==> src/rtl/srb_pkg.sv <==
package srb_pkg;
  localparam int NUM_SEL  = 3;
  localparam int SEL_SYS  = 0;
  localparam int SEL_MON  = 1;
  localparam int SEL_CLK  = 2;

  // clock register field positions (decoded below)
  localparam int RATE_LSB = 0;
  localparam int RATE_W   = 3;
  localparam int SYNC_BIT = 3;
  localparam int WSEL_BIT = 4;

  localparam logic [1:0] EXT_SPDIF = 2'd0;
  localparam logic [1:0] EXT_WC1   = 2'd1;
  localparam logic [1:0] EXT_WC256 = 2'd2;
  localparam logic [1:0] EXT_NONE  = 2'd3;

  typedef struct packed {
    logic wrSys;
    logic wrMon;
    logic wrClk;
  } wrStrobe_t;
endpackage

==> src/rtl/srb_ctrl.sv <==
module srb_ctrl
  import srb_pkg::*;
#(
  parameter int SYNC_STAGES = 2
) (
  input  logic               clk,
  input  logic               rstN,
  input  logic [NUM_SEL-1:0] selN,
  output wrStrobe_t          wrStb
);
  logic [NUM_SEL-1:0] riseDet;
  logic [NUM_SEL-1:0] stbQ;

  genvar g;
  generate
    for (g = 0; g < NUM_SEL; g++) begin : gSel
      // SYNC_STAGES synchroniser flops plus one history flop for edge detect
      logic [SYNC_STAGES:0] shiftQ;
      always_ff @(posedge clk or negedge rstN) begin
        if (!rstN) shiftQ <= '1;
        else       shiftQ <= {shiftQ[SYNC_STAGES-1:0], selN[g]};
      end
      assign riseDet[g] = shiftQ[SYNC_STAGES-1] & ~shiftQ[SYNC_STAGES];

      AST_STROBE_PULSE: assert property (@(posedge clk) disable iff (!rstN)
        stbQ[g] |=> !stbQ[g]);
    end
  endgenerate

  always_ff @(posedge clk or negedge rstN) begin
    if (!rstN) stbQ <= '0;
    else       stbQ <= riseDet;
  end

  assign wrStb.wrSys = stbQ[SEL_SYS];
  assign wrStb.wrMon = stbQ[SEL_MON];
  assign wrStb.wrClk = stbQ[SEL_CLK];
endmodule

==> src/rtl/srb_datapath.sv <==
module srb_datapath
  import srb_pkg::*;
#(
  parameter int              DATA_W  = 8,
  parameter logic [DATA_W-1:0] SYS_RST = 8'h08,
  parameter logic [DATA_W-1:0] MON_RST = 8'h00,
  parameter logic [DATA_W-1:0] CLK_RST = 8'h00
) (
  input  logic              clk,
  input  logic              rstN,
  input  wrStrobe_t         wrStb,
  input  logic [DATA_W-1:0] busData,
  input  logic              outEnN,
  input  logic              rwSel,
  output logic [DATA_W-1:0] sysQ,
  output logic [DATA_W-1:0] monQ,
  output logic [DATA_W-1:0] clkQ
);
  logic takeSys, takeMon, takeClk;

  assign takeSys = wrStb.wrSys & ~outEnN;
  assign takeMon = wrStb.wrMon & ~outEnN;
  assign takeClk = wrStb.wrClk & ~outEnN & ~rwSel;

  always_ff @(posedge clk or negedge rstN) begin
    if (!rstN) begin
      sysQ <= SYS_RST;
      monQ <= MON_RST;
      clkQ <= CLK_RST;
    end else begin
      if (takeSys) sysQ <= busData;
      if (takeMon) monQ <= busData;
      if (takeClk) clkQ <= busData;
    end
  end

  AST_SYS_HOLD: assert property (@(posedge clk) disable iff (!rstN)
    (!wrStb.wrSys || outEnN) |=> $stable(sysQ));
  AST_MON_HOLD: assert property (@(posedge clk) disable iff (!rstN)
    (!wrStb.wrMon || outEnN) |=> $stable(monQ));
  AST_CLK_HOLD: assert property (@(posedge clk) disable iff (!rstN)
    (!wrStb.wrClk || outEnN || rwSel) |=> $stable(clkQ));
  AST_SYS_TAKE: assert property (@(posedge clk) disable iff (!rstN)
    (wrStb.wrSys && !outEnN) |=> sysQ == $past(busData));
  AST_CLK_TAKE: assert property (@(posedge clk) disable iff (!rstN)
    (wrStb.wrClk && !outEnN && !rwSel) |=> clkQ == $past(busData));
endmodule

==> src/rtl/srb_clk_decode.sv <==
module srb_clk_decode
  import srb_pkg::*;
#(
  parameter int DATA_W = 8
) (
  input  logic              clk,
  input  logic              rstN,
  input  logic [DATA_W-1:0] clkQ,
  output logic [RATE_W-1:0] rateIdx,
  output logic              extSync,
  output logic [1:0]        extType,
  output logic              modeInvalid
);
  localparam logic [RATE_W-1:0] RATE_MAX = RATE_W'(5);

  always_comb begin
    rateIdx     = clkQ[RATE_LSB +: RATE_W];
    extSync     = clkQ[SYNC_BIT];
    extType     = EXT_NONE;
    modeInvalid = 1'b0;
    if (!extSync) begin
      modeInvalid = (rateIdx > RATE_MAX);
    end else begin
      case ({clkQ[WSEL_BIT], rateIdx})
        4'b0_000: extType = EXT_SPDIF;
        4'b0_010: extType = EXT_WC1;
        4'b1_010: extType = EXT_WC256;
        default:  modeInvalid = 1'b1;
      endcase
    end
  end

  AST_INT_NO_TYPE: assert property (@(posedge clk) disable iff (!rstN)
    !extSync |-> extType == EXT_NONE);
  AST_INT_RATE_OK: assert property (@(posedge clk) disable iff (!rstN)
    (!extSync && !modeInvalid) |-> rateIdx <= RATE_MAX);
  AST_EXT_TYPE_SET: assert property (@(posedge clk) disable iff (!rstN)
    (extSync && !modeInvalid) |-> extType != EXT_NONE);
  AST_EXT_BAD_NONE: assert property (@(posedge clk) disable iff (!rstN)
    (extSync && modeInvalid) |-> extType == EXT_NONE);
endmodule

==> src/rtl/strobe_reg_bank.sv <==
module strobe_reg_bank
  import srb_pkg::*;
#(
  parameter int                DATA_W      = 8,
  parameter int                SYNC_STAGES = 2,
  parameter logic [DATA_W-1:0] SYS_RST     = 8'h08,
  parameter logic [DATA_W-1:0] MON_RST     = 8'h00,
  parameter logic [DATA_W-1:0] CLK_RST     = 8'h00
) (
  input  logic              clk,
  input  logic              rstN,
  input  logic [DATA_W-1:0] busData,
  input  logic              outEnN,
  input  logic              rwSel,
  input  logic              sysSelN,
  input  logic              monSelN,
  input  logic              clkSelN,
  output logic [DATA_W-1:0] sysCtrl,
  output logic [DATA_W-1:0] monCtrl,
  output logic [DATA_W-1:0] clkCtrl,
  output logic [2:0]        rateIdx,
  output logic              extSync,
  output logic [1:0]        extType,
  output logic              modeInvalid
);
  logic [NUM_SEL-1:0] selN;
  wrStrobe_t          wrStb;

  assign selN[SEL_SYS] = sysSelN;
  assign selN[SEL_MON] = monSelN;
  assign selN[SEL_CLK] = clkSelN;

  srb_ctrl #(.SYNC_STAGES(SYNC_STAGES)) u_ctrl (
    .clk   (clk),
    .rstN  (rstN),
    .selN  (selN),
    .wrStb (wrStb)
  );

  srb_datapath #(
    .DATA_W  (DATA_W),
    .SYS_RST (SYS_RST),
    .MON_RST (MON_RST),
    .CLK_RST (CLK_RST)
  ) u_data (
    .clk     (clk),
    .rstN    (rstN),
    .wrStb   (wrStb),
    .busData (busData),
    .outEnN  (outEnN),
    .rwSel   (rwSel),
    .sysQ    (sysCtrl),
    .monQ    (monCtrl),
    .clkQ    (clkCtrl)
  );

  srb_clk_decode #(.DATA_W(DATA_W)) u_dec (
    .clk         (clk),
    .rstN        (rstN),
    .clkQ        (clkCtrl),
    .rateIdx     (rateIdx),
    .extSync     (extSync),
    .extType     (extType),
    .modeInvalid (modeInvalid)
  );
endmodule

==> config.mk <==
export PLATFORM = sky130hd
export DESIGN_NAME = strobe_reg_bank
export DESIGN_NICKNAME = d
export VERILOG_FILES = /design/src/rtl/srb_pkg.sv /design/src/rtl/srb_ctrl.sv /design/src/rtl/srb_datapath.sv /design/src/rtl/srb_clk_decode.sv /design/src/rtl/strobe_reg_bank.sv
export SDC_FILE = /design/constraint.sdc
export NUM_CORES = 1
export LEC_CHECK = 0
export CAP_MARGIN = 15
export CORE_MARGIN = 1.5
export CORE_UTILIZATION = 46
export CTS_BUF_LIST = sky130_fd_sc_hd__clkbuf_4 sky130_fd_sc_hd__clkbuf_8
export DETAILED_ROUTE_END_ITERATION = 10
export DONT_BUFFER_PORTS = 1
export GPL_TIMING_DRIVEN = 0
export MAX_ROUTING_LAYER = met4
export SYNTH_ARGS = -nofsm -noshare
export SYNTH_HDL_FRONTEND = slang
export SYNTH_SLANG_ARGS = --single-unit
export TNS_END_PERCENT = 100
==> constraint.sdc <==
create_clock -name clk -period 2.8 [get_ports clk]
set_input_delay 0.42 -clock clk [delete_from_list [all_inputs] [get_ports clk]]
set_output_delay 0.42 -clock clk [all_outputs]
set_load 0.02 [all_outputs]
* Yosys cells after proc, flatten, opt, wreduce, memory -nomap -nowiden
Index checks and enable logic that the tools add are counted.
** Word-level totals
- Bits in registers :: 36
- Bits of input ports :: 15
** Cells by class
- $lt $le $gt $ge :: 1
- Equality and inequality tests :: 2
- Mux-type cells :: 4
- Bitwise gates (word level) :: 12
- Reductions and logical operators :: 2
** Operators with widths (count)
- $and A1 B1 Y1 :: 7
- $pmux W2 S3 :: 1
- $not A1 Y1 :: 5
- $eq A4 B2 Y1 const B :: 1
- $eq A4 B4 Y1 const B :: 1
- $logic_not A4 Y1 :: 1
- $gt A3 B3 Y1 const B :: 1
- $reduce_or A3 Y1 :: 1
- $mux W1 :: 2
- $mux W2 :: 1

* Depth between registers and ports, before layout
Gate-level depths: netlist of the first run.
- Depth in word-level cells :: 4
- Depth in mapped cells :: 3
- Gate-level depth less buffers :: 3

* Cells and area by module
A second synthesis of the first run with hierarchy kept.
** Second synthesis, totals
- Cell total of the unflattened synthesis :: 79
- Area total of the unflattened synthesis :: 1350.0 um2
** By module, submodules not included
- srb_datapath :: times used 1, cells an instance 53, area each 913.4 um2, sequential area each 601.8 um2
- srb_ctrl :: times used 1, cells an instance 15, area each 352.8 um2, sequential area each 311.5 um2
- srb_clk_decode :: times used 1, cells an instance 11, area each 83.8 um2, sequential area each 0.0 um2

* Least setup slack after synthesis of the first run
OpenSTA, ideal clock, no wires.
- Kind :: reg2out
- Start :: reg u_data.clkQ[4]
- End :: out modeInvalid
- Data arrival time :: 0.912 ns
- Data required time :: 2.380 ns
- Slack :: 1.468 ns
- Stages on the path, launching flop included :: 4
- Cell sequence :: dfrtp_1 -> nor2b_1 -> o21ai_0 -> nand2_1
** Between the ends
- Longest elaborated chain between the ends :: 4
- Elaborated cells between the ends (all ways) :: 6
- Those cells by class :: eq/ne: 2; mux: 2; reduce/logical: 2
** Ends and longest elaborated chain
- start, declared :: line srb_datapath.sv:17 : output logic [DATA_W-1:0] clkQ
- start signal, assigned :: line srb_datapath.sv:33 : if (takeClk) clkQ <= busData;
- $eq A4 B2 Y1 (tied with other cells) :: line srb_clk_decode.sv:24 : case ({clkQ[WSEL_BIT], rateIdx})
- $reduce_or A3 Y1 (no line) *
- $mux W1 * :: line srb_clk_decode.sv:24
- $mux W1 * :: line srb_clk_decode.sv:21 : if (!extSync) begin
- end, declared :: line strobe_reg_bank.sv:24 : output logic modeInvalid
Every way passes the cells marked *; elsewhere a longest branch is shown, timed or not.

* Final worst setup path of the first run
Ends and elaborated chain as after synthesis.

==> metrics.txt, run 1 <==
Crit. Startpoint u_data.clkQ[4]$_DFFE_PN0P_; Sw Share 31.0%; clock power share 24.4%; drt via density 5.48; area of the multi-input gates approximately 370 sq um; Routed wire per std cell 17.4 um; Worst Clk Skew 9.80 ps; final hold violation count 0; Final period util 62.2%; core area 2730 sq um; area grow syn2layout 10.2%; crit-path max FO 5; CP max stage cell dfrtp_1; clock sinks 36; die width 56.5 um; sequential cell area 913 sq um; global-route met2 utilization 20.9%; fin nets 104; Mapped Nets 95; RD Place Congestion roughly 0.67; crit-path max cell delay 510 ps; most common cell after layout, fill and taps aside dfrtp_1; DRC viols 0; P_sw 0.000374 W; Worst Hold Class primary input to register; largest net degree at the start of global routing 37; initial DRC count 33; clk_lat worst skew 330 ps; Top delay family on crit path flip-flops; setup bufs post-CTS 0; final wirelength 2.11 mm; die height 56.5 um; yosys warns 0; Initial Util 48.2%; diodes inserted 0; power share of the combinational group 13.0%; TritonCTS clock tree yes; HP Start sysSelN; Mean Syn Cell Area roughly 16 sq um; Crit path required time 2380 ps; Syn Std Cell Area 1320 sq um; max-cap viol count 0; measured slew at the worst slew-check pin 495 ps; share of layout cells above drive strength 1 a little under three fifths; global route overflow 0; hold buffers post-CTS 2; Final Core Density 53.2%; grt peak-use layer met2; post-route setup TNS 0 ps; clk buf depth 2; Slew headroom 67.0%; row count 19; # IOs 46; cell count after synthesis 80; post_cts resized 0; Unique masters post-synth 14; critical path type register to output pin; DIE AREA 3200 sq um; first-pass GRT wire length between 3 and 4 mm; Peak VDD IR 0.500 mV; Post-DP HPWL 1.44 mm; r2r startpoint u_ctrl.stbQ[2]$_DFF_PN0_; ANT nets after route 0; GR Util All Layers around 15%; P per Cell Area a little over 800 nW/um^2; register bit count reported by yosys 36; met1 Use GR 18.9%; H-tree depth 2; Max Freq 575 MHz; DRT Pass-1 Iters 2; CTS Buf Count 5; Tmin final 1740 ps; commonest non-fill, non-tap cells in the layout 26 x dfrtp_1, 24 x mux2_2, 10 x dfstp_2; status finished clean; via count of the routed design 663; crit start category register; number of I/O port buffers 0; CP Cell Sequence nor2b_1 > o21ai_0 > nand2_1; RSZ-0062 raised after global routing no; root buffer cell clkbuf_4; Setup violations, final 0; worst path bufs/invs 0; Worst Setup End Kind output pin; static leakage 0.624 nW; GRT met3 Usage 6.68%; Seq pwr share 62.5%; Critical Path AT 1320 ps; initial antenna violation count 0; Fill cells 227; Final Slew Violations 0; Seq/Total Area, Yosys 69.3%; Int Pwr ~0.00083 W; clock-pin transition on the worst setup and hold timing paths 100 ps; vias in the first global route 678
==> cells by family after synthesis <==
group,after synthesis,synth area share [%]
compound gates,2,0.759
xor+xnor,1,0.664
buf+inv,6,3.04
flops,36,69.3
mux,24,20.5
simple gates,11,5.79
==> path summary, 6_finish.rpt <==
check	endpoint	slack, ps	cells past startpoint
hold reg to reg	u_ctrl.gSel[0].shiftQ[1]$_DFF_PN1_	360	0
setup / recovery	modeInvalid	1060	3
max in group asynchronous	u_ctrl.gSel[2].shiftQ[0]$_DFF_PN1_	2010	2
hold / removal	u_ctrl.gSel[0].shiftQ[0]$_DFF_PN1_	90	0
min in group asynchronous	u_data.monQ[0]$_DFFE_PN0P_	540	2
setup reg to reg	u_data.clkQ[6]$_DFFE_PN0P_	1530	2
==> layer usage <==
| metal | vias up | part of all wire (%) |
|---|---|---|
| met5 | - | 0 |
| met4 | 0 | 1.7 |
| met3 | 6 | 9.4 |
| met2 | 38 | 46 |
| met1 | 328 | 43 |
| li1 | 291 | - |
==> sequential cells by signal, summed over array words and instances, names as in the netlist <==
signal,count
u_data.clkQ,8
u_data.sysQ,8
u_data.monQ,8
u_ctrl.stbQ,3
u_ctrl.gSel.shiftQ,9
==> power by group through the flow <==
stage                     clock, W  sequential [W]  combinational, W
after floorplan                  0        0.000747          0.000136
after global placement           0        0.000763          0.000143
after detailed placement         0        0.000767          0.000146
after CTS                 0.000309        0.000757          0.000161
after global routing      0.000326        0.000767          0.000173
final                     0.000295        0.000755          0.000157
==> stage by stage <==
| stage | setup slack [ps] | hold WS (ps) | cells | area [sq um] | power, W |
|---|---|---|---|---|---|
| global route | 965 | 55.8 | 121 | 1450 | 0.00127 |
| CTS | 1040 | 68.5 | 121 | 1450 | 0.00123 |
| finish | 1060 | 88.6 | 121 | 1450 | 0.00121 |
| detailed placement | 1400 | 125 | 111 | 1360 | 0.000913 |
| floorplan | 1470 | 124 | 80 | 1320 | 0.000883 |
| global placement | 1400 | 125 | 111 | 1360 | 0.000906 |
==> cell usage after synthesis (all sizes together) <==
| master | instances | area, sq um |
|---|---|---|
| nand3 | 1 | 5.00 |
| nand3b | 1 | 7.51 |
| nand2 | 1 | 3.75 |
| nor2b | 4 | 25.0 |
| mux2 | 24 | 270 |
| buf | 6 | 40.0 |
| dfstp | 10 | 263 |
| o21ai | 2 | 10.0 |
| dfrtp | 26 | 651 |
| nand2b | 2 | 12.5 |
| nor3b | 1 | 18.8 |
| xnor2 | 1 | 8.76 |
| nor2 | 1 | 3.75 |
==> area by class of cell <==
class                           count  area share [%]
Multi-Input combinational cell     38            25.1
Clock buffer                        8            4.56
Sequential cell                    36            62.8
Buffer                              6            2.75
Timing Repair Buffer                2            2.07
Tap cell                           31            2.67
(Power assumes the default switching activity.)
==> inputs of run 2 (changes only) <==
Clock period 2.8 ns to 1.49 ns, I/O delays scaled along.
==> metrics.txt, run 2 (synthesis results as in run 1) <==
status finished clean; Largest Register u_ctrl.gSel.shiftQ; Routed wire per std cell 17.4 um (-0.20%); DIE AREA 3200 sq um (unchanged); vias in the first global route 686 (+1.2%); root buffer cell clkbuf_4; clock sinks 36 (unchanged); Final period util 97.9%; global route overflow 0 (unchanged); RD Place Congestion 0.675 (unchanged); number of I/O port buffers 0 (unchanged); TritonCTS clock tree yes; Crit path required time 1270 ps (-1110 ps); initial antenna violation count 0 (unchanged); total power 0.00232 W (+92%); CP Cell Sequence o21ai_0 > nand2_2; max-cap viol count 0 (unchanged); measured slew at the worst slew-check pin 491 ps (-3.68 ps); CTS Buf Count 5 (unchanged); core area 2730 sq um (unchanged); Max Freq 686 MHz; RR Endpoint u_data.clkQ[2]$_DFFE_PN0P_; die width 56.5 um (unchanged); DRC viols 0 (unchanged); Hold Path Stages 1 (+1); static leakage 0.637 nW (+2.1%); first-pass GRT wire length 3.44 mm (+0.20%); P per Cell Area 1530 nW/um^2 (+84%); RSZ-0062 raised after global routing yes; Critical Path AT 1230 ps (-90 ps); crit start category register; Slew headroom 67.2% (+0.25 points); GR Util All Layers 15.1% (unchanged); largest net degree at the start of global routing 37 (unchanged); Setup violations, final 0 (unchanged); dpl cells 111 (unchanged); Peak VDD IR 0.989 mV (+98%); drt via density 5.37 (-2.0%); final wirelength 2.16 mm (+2.3%); row count 19 (unchanged); critical path type register to output pin; H-tree depth 2 (unchanged); HP Start busData[1]; final cell count without fillers 124 (+2.5%); Worst R2R Setup Slack 220 ps (-1310 ps); # IOs 46 (unchanged); most common cell after layout, fill and taps aside mux2_2; hold endpoint u_data.sysQ[1]$_DFFE_PN0P_; Tmin final 1460 ps; crit-path max cell delay 510 ps (about the same); final hold violation count 0 (unchanged); post-route setup TNS 0 ps (unchanged); clk buf depth 2 (unchanged); Fill cells 218 (-4.0%); die height 56.5 um (unchanged); commonest non-fill, non-tap cells in the layout 24 x mux2_2, 21 x dfrtp_1, 10 x dfstp_2; Initial Util 48.2% (unchanged); share of layout cells above drive strength 1 64.5% (+9.0 points); Post-DP HPWL 1.44 mm (unchanged); number of flip-flops in the largest register 9 (unchanged); via count of the routed design 666 (+0.45%); initial DRC count 17 (-48%); Final Slew Violations 0 (unchanged); setup bufs post-CTS 0 (unchanged); r2r startpoint u_ctrl.stbQ[2]$_DFF_PN0_; Worst Hold Class primary input to register; crit-path max FO 6 (+1); Worst Clk Skew 9.32 ps (-0.477 ps); Worst Setup End Kind output pin; depth of the worst register-to-register path 2 (unchanged); area grow syn2layout 14.6%; CP max stage cell dfrtp_2; fin nets 107 (+2.9%); ANT nets after route 0 (unchanged); clk_lat worst skew 320 ps (about the same); clock-pin transition on the worst setup and hold timing paths 100 ps (about the same); diodes inserted 0 (unchanged); DRT Pass-1 Iters 3 (+1)
==> run 2: changes by cell type in the layout (fill, tap and decap cells not counted), sizes merged <==
| cell | change |
|---|---|
| dlygate4sd3 | +3 |
==> run 2: how the worst max path moves through the flow <==
| stage | cells past startpoint | slack, ps | end | start |
|---|---|---|---|---|
| 2_1_floorplan | 3 | 350 | modeInvalid | u_data.clkQ[4]$_DFFE_PN0P_ |
| 3_3_place_gp | 2 | 210 | u_data.clkQ[0]$_DFFE_PN0P_ | u_ctrl.stbQ[2]$_DFF_PN0_ |
| 3_5_place_dp | 2 | 200 | u_data.clkQ[5]$_DFFE_PN0P_ | u_ctrl.stbQ[2]$_DFF_PN0_ |
| 4_1_cts | 3 | 9 | modeInvalid | u_data.clkQ[4]$_DFFE_PN0P_ |
| 5_1_grt | 2 | -40 | modeInvalid | u_data.clkQ[1]$_DFFE_PN0P_ |
| 6_report | 2 | 30 | modeInvalid | u_data.clkQ[1]$_DFFE_PN0P_ |
==> run 2: area by class of cell <==
cell class	count	area (sq um)	area share, %
tap	31	38.8	2.57
multi-input combinational	38	387	25.6
buffer	6	40.0	2.65
clock buffer	8	66.3	4.39
timing repair buffer	5	60.1	3.97
sequential	36	920	60.8
==> run 2: per-stage QoR <==
| stage | worst slack [ps] | hold slack [ps] | util [%] | cell area, sq um |
|---|---|---|---|---|
| after floorplan | 355 | -72.1 | - | 1320 |
| after global placement | 210 | -71.2 | 49.7 | 1360 |
| after detailed placement | 204 | -71.1 | 49.7 | 1360 |
| after CTS | 9.35 | 26.4 | 54.4 | 1490 |
| after global routing | -38.9 | 19.2 | 55.3 | 1510 |
| final | 31.9 | 38.2 | 55.3 | 1510 |
==> run 2: critical path: cells and delay by family, from the launching register on <==
kind	cells	cell delay, ps
DFF	1	510
and+or+nand+nor	1	140
AOI/OAI and AO/OA	1	260
==> run 2: layer usage <==
layer | share of wire [%] | track usage [%]
met3 | 9.4 | 6.68
met4 | 1.6 | 7.14
met2 | 46 | 20.9
met5 | 0 | -
met1 | 43 | 18.9
==> run 2: power breakdown <==
| group | leakage (nW) | switching, W | internal [W] |
|---|---|---|---|
| Sequential | 0.412 | 0.000293 | 0.00114 |
| Clock | 0.0394 | 0.000285 | 0.000269 |
| Combinational | 0.186 | 0.000146 | 0.000179 |
| Total | 0.637 | 0.000724 | 0.00159 |
==> run 2: timing repair <==
| item | in CTS | in global routing |
|---|---|---|
| endpoints found under the setup margin | 2 | 3 |
| endpoints found under the hold margin | 39 | 0 |
| pin swaps | 1 | 1 |
| hold buffers | 5 | 0 |
| gates resized for setup | 3 | 8 |
